[config.mk]
export PLATFORM = sky130hd
export DESIGN_NAME = codec_sport_frame
export DESIGN_NICKNAME = d
export VERILOG_FILES = /design/src/rtl/codec_sport_frame.sv
export SDC_FILE = /design/constraint.sdc
export NUM_CORES = 1
export LEC_CHECK = 0
export BUFFER_PORTS_ARGS = -buffer_cell sky130_fd_sc_hd__buf_2
export CORE_AREA = 2 2 87 89
export CTS_BUF_LIST = sky130_fd_sc_hd__clkbuf_4
export CTS_CLUSTER_DIAMETER = 150
export DETAILED_ROUTE_END_ITERATION = 8
export DIE_AREA = 0 0 89 91
export HOLD_SLACK_MARGIN = 0.03
export PLACE_DENSITY = 0.81
export SYNTH_ARGS = -nofsm -noshare
export SYNTH_HDL_FRONTEND = slang
export SYNTH_SLANG_ARGS = --single-unit
[constraint.sdc]
create_clock -name clk -period 4.32 [get_ports clk]
set_input_delay 0.432 -clock clk [delete_from_list [all_inputs] [get_ports clk]]
set_output_delay 0.432 -clock clk [all_outputs]
set_load 0.01 [all_outputs]
[src/rtl/codec_sport_frame.sv]
module codec_sport_frame #(
  parameter int SLOT_BITS    = 16,
  parameter int SHORT_LEN    = 256,
  parameter int LONG_LEN     = 512,
  parameter int CASC_W       = 4,
  parameter int CASC_SPLIT   = 4,
  parameter int CFG_W        = 8,
  parameter int FLAG_SEL_BIT = 4,
  parameter int FLAG_VAL_BIT = 3
)(
  input  logic                 clk,
  input  logic                 rst_n,
  input  logic                 pwrdn_n,
  input  logic                 master_sel,
  input  logic [CASC_W-1:0]    casc_cnt,
  input  logic                 sec_req,
  input  logic                 sclk_i,
  input  logic                 fs_i,
  input  logic                 din,
  input  logic [SLOT_BITS-1:0] tx_word,
  input  logic                 cfg_we,
  input  logic [CFG_W-1:0]     cfg_wdata,
  output logic                 sclk_o,
  output logic                 fs_o,
  output logic                 fsd_o,
  output logic                 dout,
  output logic [SLOT_BITS-1:0] rx_word,
  output logic                 rx_valid,
  output logic                 flag_o,
  output logic [CFG_W-1:0]     cfg_q
);
  localparam int PW = $clog2(LONG_LEN);
  localparam int SW = $clog2(SLOT_BITS);
  localparam int DW = SW + 1;
  localparam logic [PW-1:0] SLOT_P = PW'(SLOT_BITS);
  localparam logic [PW-1:0] LAST_S = PW'(SHORT_LEN - 1);
  localparam logic [PW-1:0] LAST_L = PW'(LONG_LEN - 1);
  localparam logic [SW-1:0] BIT_END = SW'(SLOT_BITS - 1);
  localparam logic [DW-1:0] DLY_ON  = DW'(SLOT_BITS - 1);
  localparam logic [DW-1:0] DLY_OFF = DW'(2 * SLOT_BITS - 1);

  logic sclk_q, s1, s2, f1;
  logic fs_prev, fsd_q, active, drun;
  logic sec_cur, sec_pend, sec_sched, synced;
  logic [PW-1:0] pcnt;
  logic [SW-1:0] fcnt;
  logic [DW-1:0] dcnt;
  logic [SLOT_BITS-1:0] tsh;
  logic [SLOT_BITS-2:0] rsh;

  wire [PW-1:0] frame_last = (casc_cnt > CASC_W'(CASC_SPLIT)) ? LAST_L : LAST_S;
  wire [PW-1:0] half       = (frame_last >> 1) + PW'(1);
  wire [PW-1:0] pn         = (pcnt >= frame_last) ? '0 : pcnt + PW'(1);

  wire ev_rise   = pwrdn_n & (master_sel ? ~sclk_q : (s1 & ~s2));
  wire ev_fall   = pwrdn_n & (master_sel ?  sclk_q : (~s1 & s2));
  wire m_low     = (pn < SLOT_P) | (sec_sched & (pn >= half) & (pn < half + SLOT_P));
  wire fs_now    = master_sel ? ~m_low : f1;
  wire start     = ev_rise & fs_prev & ~fs_now;
  wire sec_start = master_sel ? (pn >= half) : (sec_pend & synced);

  assign sclk_o = sclk_q;
  assign fs_o   = master_sel ? fs_prev : 1'b1;
  assign fsd_o  = fsd_q;
  assign dout   = active & tsh[SLOT_BITS-1];
  assign flag_o = cfg_q[FLAG_SEL_BIT] ? cfg_q[FLAG_VAL_BIT] : sec_cur;

  always_ff @(posedge clk) begin
    if (!rst_n || !pwrdn_n || !master_sel) sclk_q <= 1'b0;
    else                                   sclk_q <= ~sclk_q;
  end

  always_ff @(posedge clk) begin
    if (!rst_n) begin
      s1 <= 1'b0;
      s2 <= 1'b0;
      f1 <= 1'b1;
    end else begin
      s1 <= sclk_i;
      s2 <= s1;
      f1 <= fs_i;
    end
  end

  always_ff @(posedge clk) begin
    if (!rst_n)        cfg_q <= '0;
    else if (cfg_we)   cfg_q <= cfg_wdata;
  end

  always_ff @(posedge clk) begin
    if (!rst_n || !pwrdn_n) begin
      pcnt      <= '1;
      fs_prev   <= 1'b1;
      fsd_q     <= 1'b1;
      active    <= 1'b0;
      drun      <= 1'b0;
      fcnt      <= '0;
      dcnt      <= '0;
      tsh       <= '0;
      rsh       <= '0;
      sec_cur   <= 1'b0;
      sec_pend  <= 1'b0;
      sec_sched <= 1'b0;
      synced    <= 1'b0;
      rx_valid  <= 1'b0;
      if (!rst_n) rx_word <= '0;
    end else begin
      rx_valid <= 1'b0;
      if (ev_rise) begin
        fs_prev <= fs_now;
        pcnt    <= pn;
        if (master_sel && pn == SLOT_P) sec_sched <= sec_pend;
        if (master_sel && pn == '0)     sec_sched <= 1'b0;
        if (start) begin
          active  <= 1'b1;
          tsh     <= tx_word;
          fcnt    <= '0;
          dcnt    <= '0;
          drun    <= 1'b1;
          sec_cur <= sec_start;
          if (!sec_start) synced <= 1'b1;
        end else begin
          if (active) tsh <= tsh << 1;
          if (drun) begin
            dcnt <= dcnt + DW'(1);
            if (dcnt == DLY_ON) fsd_q <= 1'b0;
            if (dcnt == DLY_OFF) begin
              fsd_q <= 1'b1;
              drun  <= 1'b0;
            end
          end
        end
      end
      if (ev_fall && active) begin
        rsh  <= {rsh[SLOT_BITS-3:0], din};
        fcnt <= fcnt + SW'(1);
        if (fcnt == BIT_END) begin
          active   <= 1'b0;
          rx_valid <= 1'b1;
          rx_word  <= {rsh, din};
          if (sec_cur) sec_pend <= 1'b0;
        end
      end
      if (sec_req) sec_pend <= 1'b1;
    end
  end


  pwrdn_quiet_chk: assert property (@(posedge clk) disable iff (!rst_n)
    !pwrdn_n |=> (!sclk_o && fs_o && fsd_o && !dout));


  cfg_hold_chk: assert property (@(posedge clk) disable iff (!rst_n)
    !cfg_we |=> $stable(cfg_q));


  fs_edge_chk: assert property (@(posedge clk) disable iff (!rst_n)
    (master_sel && $stable(master_sel) && $fell(fs_o)) |-> sclk_o);


  rx_in_frame_chk: assert property (@(posedge clk) disable iff (!rst_n)
    (master_sel && rx_valid) |-> !fs_o);


  fsd_after_fs_chk: assert property (@(posedge clk) disable iff (!rst_n)
    (master_sel && $fell(fsd_o)) |-> fs_o);


  flag_rise_chk: assert property (@(posedge clk) disable iff (!rst_n)
    (master_sel && $rose(flag_o) && !cfg_q[FLAG_SEL_BIT] && $stable(cfg_q)) |-> !fs_o);


  slave_quiet_chk: assert property (@(posedge clk) disable iff (!rst_n)
    (!master_sel && $past(!master_sel)) |-> (!sclk_o && fs_o));
endmodule

* Yosys cells after proc, flatten, opt, wreduce, memory -nomap -nowiden *
Cells that the tools add are included.

operators by class
  add/sub/neg operators = 5
  order comparisons = 5
  equal/unequal tests = 5
  multiplexer cells = 35
  bitwise gates (word level) = 19
  reduce and logical (&&, ||, !) cells = 30

operators by type and width
  operator             count
  $mux 16              6
  $mux 1               22
  $reduce_bool 2->1    11
  $ge 9x9->1           2
  $mux 9               2
  $mux 4               3
  $and 1x1->1          10
  $mux 5               2
  $reduce_and 2->1     5
  $add 8x1->9 const B  1
  $add 9x1->9 const B  1
  $add 9x5->9 const B  1
  $eq 9x5->1 const B   1
  $logic_not 9->1      1
  $lt 9x5->1 const B   1
  $lt 9x9->1           1
  $reduce_and 3->1     3
  $not 1->1            8
  $add 5x1->5 const B  1
  $eq 5x4->1 const B   1
  $eq 5x5->1 const B   1
  $add 4x1->4 const B  1
  $eq 4x4->1 const B   1
  $gt 4x3->1 const B   1
  7 further kinds      12

word-level totals
  register bits = 86
  bits of input ports = 37
  output and inout port bits = 30
  logic and storage cells = 119

* Logic depth before layout (Yosys ltp) *
Gate-level depths: netlist of the first run.

  word-level depth = 16
  depth in mapped cells = 17
  depth with buffers taken out = 16

* Worst setup path before layout of the first run *
No wires, ideal clock.

  path type = input to register
  start point = input casc_cnt[0]
  end point = register tsh[10]
  library setup time = 0.059 ns
  data arrival time = 3.265 ns
  data required time = 4.261 ns
  slack = 0.996 ns
  stages = 15
  buffers on the path = 1
  cells stage by stage = o21ai_0 > nor2b_1 > ha_1 > or3_1 > o221ai_1 > nand2b_1 > inv_1 > ha_1 > nor4b_1 > a21boi_0 > nand2b_1 > a41o_4 > buf_6 > mux2i_1 > o211a_1

between the ends
  longest elaborated chain between the ends = 14
  elaborated cells between the ends (all ways) = 19
  classes of those cells = 2 x add/sub; 5 x order compare; 4 x mux; 6 x bitwise; 2 x reduce/logical

ends and longest elaborated chain
  item                                line  source
  from (decl)                         15    input logic [CASC_W-1:0] casc_cnt,
  $gt 4x3->1 (*)                      51    wire [PW-1:0] frame_last = (casc_cnt > CASC_W'(CASC_SPLIT)) ? LAST_L : LAST_S;
  $mux 9 (*)                          51
  $ge 9x9->1 (*)                      53    wire [PW-1:0] pn = (pcnt >= frame_last) ? '0 : pcnt + PW'(1);
  $mux 9 (*)                          53
  via pn[8]                           53
  $ge 9x9->1                          57    wire m_low = (pn < SLOT_P) | (sec_sched & (pn >= half) & (pn < half + SLOT_P));
  $and 1x1->1 (2 in series)           57
  $or 1x1->1 (*)                      57
  $not 1->1 (*)                       58    wire fs_now = master_sel ? ~m_low : f1;
  $mux 1 (*)                          58
  $not 1->1 (*)                       59    wire start = ev_rise & fs_prev & ~fs_now;
  $and 1x1->1 (*)                     59
  $reduce_bool 2->1 (no source line)  --
  $reduce_and 2->1 (no source line)   --
  to (signal assigned)                116   tsh <= tx_word;
  to (signal assigned)                123   if (active) tsh <= tsh << 1;
  to (decl)                           48    logic [SLOT_BITS-1:0] tsh;

The timed path passes the listed nets; every way through them passes the cells marked *.
A chain may end at the register's enable or synchronous reset.

* Worst setup path in the final report of the first run *
  start point = register pcnt[1]
  end point = register dcnt[2]

between the ends
  longest elaborated chain between the ends = 12
  elaborated cells between the ends (all ways) = 16
  classes of those cells = 1 x add/sub; 4 x order compare; 3 x mux; 6 x bitwise; 2 x reduce/logical

ends and longest elaborated chain
  item                                              line  source
  from (decl)                                       45    logic [PW-1:0] pcnt;
  from (signal assigned)                            111   pcnt <= pn;
  $add 9x1->9 / $ge 9x9->1 (equally long branches)  53
  $mux 9 (*)                                        53
  via pn[7]                                         53
  $ge 9x9->1                                        57
  $and 1x1->1 (2 in series)                         57
  $or 1x1->1 (*)                                    57
  $not 1->1 (*)                                     58
  $mux 1 (*)                                        58
  $not 1->1 (*)                                     59
  $and 1x1->1 (*)                                   59
  $reduce_bool 2->1 (no source line)                --
  $reduce_and 2->1 (no source line)                 --
  to (signal assigned)                              125   dcnt <= dcnt + DW'(1);
  to (decl)                                         47    logic [DW-1:0] dcnt;

Marked as above.

==> summary.md, run 1 <==
| Metric | Value |
|---|---|
| Asr flop ratio synth | 0% |
| Initial antenna violation count | 0 |
| # hold bufs at CTS | 0 |
| Outcome | finished clean |
| Routed vias | 3310 |
| Post-Synth Adder-Cell Area | 2.49% |
| Synth warn | 0 |
| Slew margin rel. | 38.2% |
| Vias in the first global route | 3063 |
| Final nets | 536 |
| Share of the synthesized area in the top cell type | between 30% and 40% |
| Crit path max fanout | 22 |
| Number of remaining DRC errors | 0 |
| RSZ-0062 raised after global routing | false |
| Power Total | 1.63 mW |
| Period utilization | 86.8% |
| CTS H-tree depth | 3 |
| Tmin final | 3.75 ns |
| CTS resizes | 0 |
| Routed Antenna Nets | 0 |
| Crit path kind | reg -> reg |
| CP max-delay cell | dfxtp_1 |
| First-pass iteration count of the detailed router | 4 |
| Top post-synthesis cells by area | dfxtp_1, edfxtp_1, mux2i_1 |
| Number of synthesized flops with an enable pin | 16 |
| Clk_skew | 0.0117 ns |
| CTS Buf Count | 9 |
| Full die area | 8100 sq um |
| Worst Path Arrival | 4.09 ns |
| Peak supply drop | 0.000167 V |
| Worst reg2reg setup slack | 0.57 ns |
| Die X | 89 um |
| Simple-gate share of the synthesized area | 23.1% |
| Largest net degree at the start of global routing | 31 |
| Clock Latency Late Sink | 0.44 ns |
| Crit-path cells | ha_1 > a22oi_1 > o31ai_1 > o41ai_1 > nand2b_1 > inv_1 > ha_1 > nand2_1 > nor4b_1 > a21boi_0 > nand2b_1 > a41o_4 > nand2_1 > a41o_1 |
| Unique masters post-synth | 56 |
| Xor/xnor share of the synthesized area | less than 1% |
| Post-synthesis cell area | 4020 sq um |
| Post-DP HPWL | 5430 um |
| Max_cap viols | 0 |
| Grt ovf | 0 |
| PwrDens | 359 nW/um^2 |
| Critical Path Start Type | flip-flop |
| Area grow syn2layout | 12.7% |
| Measured slew at the worst slew-check pin | 0.925 ns |
| Row count | 31 |
| WL final | a little under 8000 um |
| Total track usage | 20.0% |
| Final instance area | 4530 sq um |
| Synth Area per Inst | 9.13 sq um |
| Clk buf depth | 2 |
| Hold Vio Cnt, Final | 0 |
| Post-synth top area cell | dfxtp_1 |
| Inserted Diodes | 0 |
| Main combinational cell family by area after synthesis | simple AND/OR/NAND/NOR gates |
| CTS Sinks | 86 |
| Num ports | 67 |
| Layout cells sized above 1 | roughly 19% |
| Global-route wire length before repair | 13100 um |
| CP peak stage delay | a little over 0.5 ns |
| Worst Setup End Kind | flip-flop |
| Register area share after synthesis | 46.9% |
| Detailed Route Iter0 Violations | between 100 and 150 |
| Endpoints failing setup | 0 |
| Mux cell area share after synthesis | under 10% |
| Clk root buf | clkbuf_4 |
| Slew Viols, Final | 0 |
| HP Class | in -> reg |
| Clk pin slew, worst setup/hold paths | about 0.15 ns |
| Syn Nets | between 400 and 500 |
| Die extent in y | about 90 um |
| WL/cell | around 13 um |
| Port-buffer cells | 66 |
| Mapped Cells | 440 |
| Leakage | 2.12 nW |
| Post-DP Area | 4360 sq um |
| Post-CTS setup buffers | 0 |
| Vias per inst | 5.56 |
| Compound-gate portion of the synthesized area | 16.9% |
| Most used flip-flop cell after synthesis | dfxtp_1 |
| CP required | between 4 and 5 ns |
| Register bit total from synthesis | 86 |
| TNS Setup | 0 ns |
| CTS tree | done |
| F_max | about 270 MHz |
| GP Congestion | 0.847 |
| Core area | 7140 sq um |
| Fillers | ~650 |
| Initial Utilization | 56.3% |
cells in the mapped netlist (8+ instances only):
master and count:
a21oi_1 24, nand3_1 12, and2_1 8, nand2b_1 10, dfxtp_1 70, ha_1 8, edfxtp_1 16, inv_1 8
o211a_1 16, nand2_1 63, nor2_1 43, o21ai_0 20, clkbuf_1 21, nor2b_1 9, mux2i_1 24, and3_1 21
cell usage in the layout (no fill, tap or decap), types with 2 or more instances in the layout:
| cell type | instances |
|---|---|
| inv_1 | 8 |
| edfxtp_1 | 16 |
| o21ai_2 | 2 |
| buf_4 | 2 |
| ha_1 | 8 |
| buf_2 | 66 |
| or3_1 | 2 |
| and3_1 | 21 |
| nor3_1 | 7 |
| o211a_1 | 16 |
| clkbuf_4 | 9 |
| o31ai_1 | 3 |
| nand2b_1 | 10 |
| xor2_1 | 2 |
| o311ai_0 | 2 |
| nand3_1 | 12 |
| a31oi_1 | 2 |
| nor2_1 | 43 |
| inv_6 | 2 |
| mux2i_1 | 24 |
| nand2_1 | 63 |
| bufinv_16 | 2 |
| o21a_1 | 3 |
| nor2b_1 | 9 |
| o211ai_1 | 6 |
| and2_1 | 8 |
| nand4_1 | 4 |
| o21ai_0 | 20 |
| clkinvlp_4 | 2 |
| a21oi_1 | 24 |
| dfxtp_1 | 70 |
worst paths after layout:
kind                         from                   end  cells after the start
max          pcnt[1]$_SDFFE_PP1P_  dcnt[2]$_SDFFE_PP0P_                     14
min                        sclk_i         s1$_SDFF_PN0_                      2
max reg2reg  pcnt[1]$_SDFFE_PP1P_  dcnt[2]$_SDFFE_PP0P_                     14
min reg2reg  rsh[14]$_SDFFE_PP0P_  rsh[14]$_SDFFE_PP0P_                      2
cell type report:
type | count | area (sq um) | share of cell area, %
inverter | 8 | 30.0 | 0.663
multi-input combinational | 318 | 1970 | 43.6
clock buffer | 9 | 67.6 | 1.49
clock inverter | 7 | 104 | 2.29
timing repair buffer | 68 | 345 | 7.63
sequential | 86 | 1880 | 41.6
tap | 99 | 124 | 2.74
sequential cells by signal, summed over array words and instances, names as in the netlist, 4 cells and up:
signal	flops
rx_word	16
tsh	16
cfg_q	8
fcnt	4
rsh	15
dcnt	5
pcnt	9
kinds of logic after synthesis:
| kind of cell | Yosys count |
|---|---|
| xor gates and xnor gates | 3 |
| AOI/OAI and AO/OA | 93 |
| buffers and inverters | 36 |
| adders and majority gates | 8 |
| muxes | 24 |
| and+or+nand+nor | 190 |
| DFF | 86 |
critical path: cells and delay by family, from the launching register on:
kind	cells	cell delay [ns]
buf+inv	1	0.05
fa+ha+maj	2	0.72
simple gates	5	0.94
flops	1	0.51
compound gates	6	1.43
power breakdown:
part	switching [mW]	leakage, nW	internal [mW]	total (mW)
Sequential	0.0178	0.725	0.839	0.857
Combinational	0.139	1.31	0.0939	0.233
Clock	0.293	0.0851	0.243	0.536
routing by layer:
metal | vias to the layer above | part of all wire, % | wire, um | GRT usage [%]
met5 | - | 0 | 0 | 0
met4 | 0 | 1.3 | 100 | 7.21
met3 | 10 | 5.1 | 399 | 3.82
met2 | 77 | 48 | 3770 | 33.3
met1 | 1559 | 46 | 3630 | 25.6
li1 | 1664 | - | - | -
metrics by stage:
stage	util, %	setup slack (ns)	cells	hold WS [ns]
2_1_floorplan	-	0.996	440	0.432
3_3_place_gp	61.0	0.532	579	0.440
3_5_place_dp	61.0	0.415	579	0.445
4_1_cts	63.4	0.613	595	0.185
5_1_grt	63.4	0.212	595	0.191
6_report	63.4	0.569	595	0.202
No activity file was read; power rests on OpenSTA's default activity.
==> run 2: changes to the inputs <==
ABC_AREA = 1   (was default)
ABC_CLOCK_PERIOD_IN_PS = 4320   (was default)
CORE_AREA = 2 2 86 88   (was 2 2 87 89)
DIE_AREA = 0 0 88 90   (was 0 0 89 91)
==> run 2 against run 1 <==
  * Sequential cell count unchanged
  * Final cell count is 15% higher
  * Count of clock-buffer cells in the layout unchanged
  * Power decreased by 1.2%
  * Cell area is 1.8% lower
  * Largest cell class is now flip-flops and latches
==> summary.md, run 2 <==
| Metric | Value |
|---|---|
| Outcome | finished clean (unchanged) |
| Hold_sp | fs_i (was sclk_i) |
| Clock Latency Late Sink | 0.43 ns (was 0.44 ns) |
| CP Buf/Inv Count | 2 (was 1) |
| Die extent in y | 90 um (was 91 um) |
| Share of the synthesized area in the top cell type | 35.7% (was 34.9%) |
| Largest net degree at the start of global routing | 47 (was 31) |
| Clock Power Share | 34.1% (was 32.9%) |
| Core Util, Final | 63.3% (was 63.4%) |
| CTS Buf Count | 9 (unchanged) |
| Area grow syn2layout | 13.2% (was 12.7%) |
| Most used flip-flop cell after synthesis | dfxtp_1 (unchanged) |
| Sw frac | 27.9% (was 27.7%) |
| Total track usage | 20.0% (about the same) |
| NetSw | 447 uW (was 450 uW) |
| Clk_skew | 0.0176 ns (was 0.0117 ns) |
| Synth Area per Inst | 7.55 sq um (was 9.13 sq um) |
| Global-route wire length before repair | 12800 um (was 13100 um) |
| Slew Viols, Final | 0 (unchanged) |
| Full die area | 7920 sq um (was 8100 sq um) |
| Crit path kind | in -> reg (was reg -> reg) |
| Die X | 88 um (was 89 um) |
| Critical Path Start | casc_cnt[0] (was pcnt[1]$_SDFFE_PP1P_) |
| Inserted Diodes | 0 (unchanged) |
| Core area | 7020 sq um (was 7140 sq um) |
| CTS Sinks | 86 (unchanged) |
| CP max-delay cell | ha_1 (was dfxtp_1) |
| Most common cell after layout, fill and taps aside | nand2_1 (was dfxtp_1) |
| Critical Path Start Type | input pin (was flip-flop) |
| Worst Path Arrival | 3.73 ns (was 4.09 ns) |
| CTS H-tree depth | 3 (unchanged) |
| Fillers | 603 (was 647) |
| Asr flop ratio synth | 0% (unchanged) |
| Hold slack | 0.164 ns (was 0.202 ns) |
| RSZ-0062 raised after global routing | false (unchanged) |
| Worst reg2reg setup slack | 0.97 ns (was 0.57 ns) |
| Routed Antenna Nets | 0 (unchanged) |
| Measured slew at the worst slew-check pin | 1.02 ns (was 0.925 ns) |
| Most frequent cell after synthesis | nand2_1 (was dfxtp_1) |
| Vias in the first global route | 3028 (was 3063) |
| F_max | 297 MHz (was 267 MHz) |
| Register bit total from synthesis | 86 (unchanged) |
| Comb pwr share | 12.9% (was 14.3%) |
| Endpoints failing setup | 0 (unchanged) |
| Number of synthesized flops with an enable pin | 16 (unchanged) |
| Largest regs | rx_word: 16 flops, tsh: 16 flops, rsh: 15 flops (unchanged) |
| Initial Utilization | 55.9% (was 56.3%) |
| Port-buffer cells | 66 (unchanged) |
| Peak supply drop | 0.000207 V (was 0.000167 V) |
| Clk root buf | clkbuf_4 (unchanged) |
| Clk pin slew, worst setup/hold paths | 0.14 ns (was 0.15 ns) |
| Routed vias | 3333 (was 3310) |
| Max_cap viols | 0 (unchanged) |
| Hold Vio Cnt, Final | 0 (unchanged) |
| Commonest cells after routing, fill and taps aside | nand2_1, nor2_1, dfxtp_1, buf_2, inv_1 (was dfxtp_1, buf_2, nand2_1, nor2_1) |
| Post-DP Area | 4270 sq um (was 4360 sq um) |
| Post-synthesis cell area | 3930 sq um (was 4020 sq um) |
| Crit-path cells | buf_2 > nor2_1 > inv_1 > a21oi_1 > ha_1 > nand2_1 > nor2_1 > nand2_1 > nand3_2 > nor2_1 > ha_1 > a21oi_1 > nand4_1 > o21ai_1 > nand3_1 > nand2_2 > nand2_4 > nand2_2 > nand2_2 > nand2_1 > nand2_1 > nor2_1 (was ha_1 > a22oi_1 > o31ai_1 > o41ai_1 > nand2b_1 > inv_1 > ha_1 > nand2_1 > nor4b_1 > a21boi_0 > nand2b_1 > a41o_4 > nand2_1 > a41o_1) |
| Layout cells sized above 1 | 19.5% (was 19.4%) |
| Syn Nets | 565 (was 485) |
| WL/cell | 11.0 um (was 13.3 um) |
| Period utilization | 77.8% (was 86.8%) |
| Post-CTS setup buffers | 0 (unchanged) |
| Grt ovf | 0 (unchanged) |
| Num ports | 67 (unchanged) |
| Post-DP HPWL | 5140 um (was 5430 um) |
| Row count | 31 (unchanged) |
| # hold bufs at CTS | 0 (unchanged) |
| Synth cell count leaders | nand2_1, nor2_1, dfxtp_1 (was dfxtp_1, nand2_1, nor2_1) |
| Register area share after synthesis | 47.9% (was 46.9%) |
| Mapped Cells | 520 (was 440) |
| CTS tree | done (unchanged) |
| WL final | 7530 um (was 7900 um) |
| Vias per inst | 4.87 (was 5.56) |
| GP Congestion | 0.915 (was 0.847) |
| PwrDens | 361 nW/um^2 (was 359 nW/um^2) |
| CTS resizes | 0 (unchanged) |
| TNS Setup | 0 ns (unchanged) |
| Initial antenna violation count | 0 (unchanged) |
| Number of remaining DRC errors | 0 (unchanged) |
| Leakage | 2.13 nW (was 2.12 nW) |
| Internal power | 1.16 mW (was 1.18 mW) |
| Detailed Route Iter0 Violations | 196 (was 147) |
| Reg2Reg Launch Point | pcnt[0]$_SDFFE_PP1P_ (was pcnt[1]$_SDFFE_PP1P_) |
| CP required | 4.68 ns (was 4.66 ns) |
| Clk buf depth | 2 (unchanged) |
| Unique masters post-synth | 36 (was 56) |
| Final nets | 625 (was 536) |
| CP delay by family, top | simple AND/OR/NAND/NOR gates (was compound AO/OA/AOI/OAI gates) |
| Final instance area | 4450 sq um (was 4530 sq um) |
| First-pass iteration count of the detailed router | 4 (unchanged) |
| HP Class | in -> reg (unchanged) |
| Crit path max fanout | 31 (was 22) |
| CP peak stage delay | 0.32 ns (was 0.51 ns) |
| Post-synth top area cell | dfxtp_1 (unchanged) |
| Part of the power in registers | 53.0% (was 52.7%) |
| Slew margin rel. | 31.9% (was 38.2%) |
| Synth warn | 0 (unchanged) |
| Worst Setup End Kind | flip-flop (unchanged) |
| Top post-synthesis cells by area | dfxtp_1, edfxtp_1, nand2_1 (was dfxtp_1, edfxtp_1, mux2i_1) |
| Tmin final | 3.36 ns (was 3.75 ns) |
[run 2: cell count changes in the layout (fill, tap and decap cells not counted), sizes merged, moves of 8 or more]
cell,change
a21oi,+10
nand2,+69
nand3,+10
inv,+59
o21ai,+11
nor2,+44
mux2i,-24
and3,-20
and2,-8
o211a,-16
nand2b,-10
nor2b,-9
[run 2: metrics by stage]
step,setup WS (ns),total power [mW],instances
after global routing,0.658,1.68,684
after floorplan,1.34,1.02,520
final,0.957,1.61,684
after detailed placement,0.521,1.08,668
after CTS,0.990,1.62,684
after global placement,0.709,1.07,668
[run 2: per-layer routing]
| metal | global-route usage [%] | share of wire, % |
|---|---|---|
| met5 | 0 | 0 |
| met4 | 7.69 | 1.8 |
| met1 | 24.4 | 45 |
| met2 | 33.1 | 48 |
| met3 | 5.69 | 5.0 |
[run 2: final cells by class]
cell class / instances / area [sq um] / area share (%)
well taps: 99 / 124 / 2.79
inverters: 68 / 258 / 5.80
clock inverters: 7 / 113 / 2.53
multi-input cells: 347 / 1660 / 37.3
repair buffers: 68 / 345 / 7.77
flip-flops and latches: 86 / 1880 / 42.3
clock buffers: 9 / 67.6 / 1.52
[run 2: path summary, 6_finish.rpt]
kind | end | cells past startpoint
worst max-delay path | tsh[6]$_SDFFE_PP0P_ | 22
worst min-delay path | f1$_SDFF_PN1_ | 3
worst max register to register | tsh[6]$_SDFFE_PP0P_ | 18
worst min register to register | s2$_SDFF_PN0_ | 2
[run 2: power groups by stage]
stage	Sequential [mW]	Combinational, mW	Clock (mW)
floorplan	0.872	0.150	0
global placement	0.868	0.203	0
detailed placement	0.868	0.207	0
CTS	0.851	0.208	0.560
global route	0.854	0.236	0.593
finish	0.851	0.208	0.547
[run 2: kinds of logic (layout without fill, tap and decap cells)]
kind of cell / count (synthesis) / in the layout / share of synthesized area, %
compound gates: 75 / 75 / 10.3
xor+xnor: 5 / 5 / 1.12
fa+ha+maj: 8 / 8 / 2.55
buf+inv: 87 / 152 / 9.91
flops: 86 / 86 / 47.9
simple gates: 259 / 259 / 28.2
[run 2: worst min-delay path, cell delays in order]
cell,delay (ns)
buf_2,0.07
inv_1,0.03
nand2_1,0.04
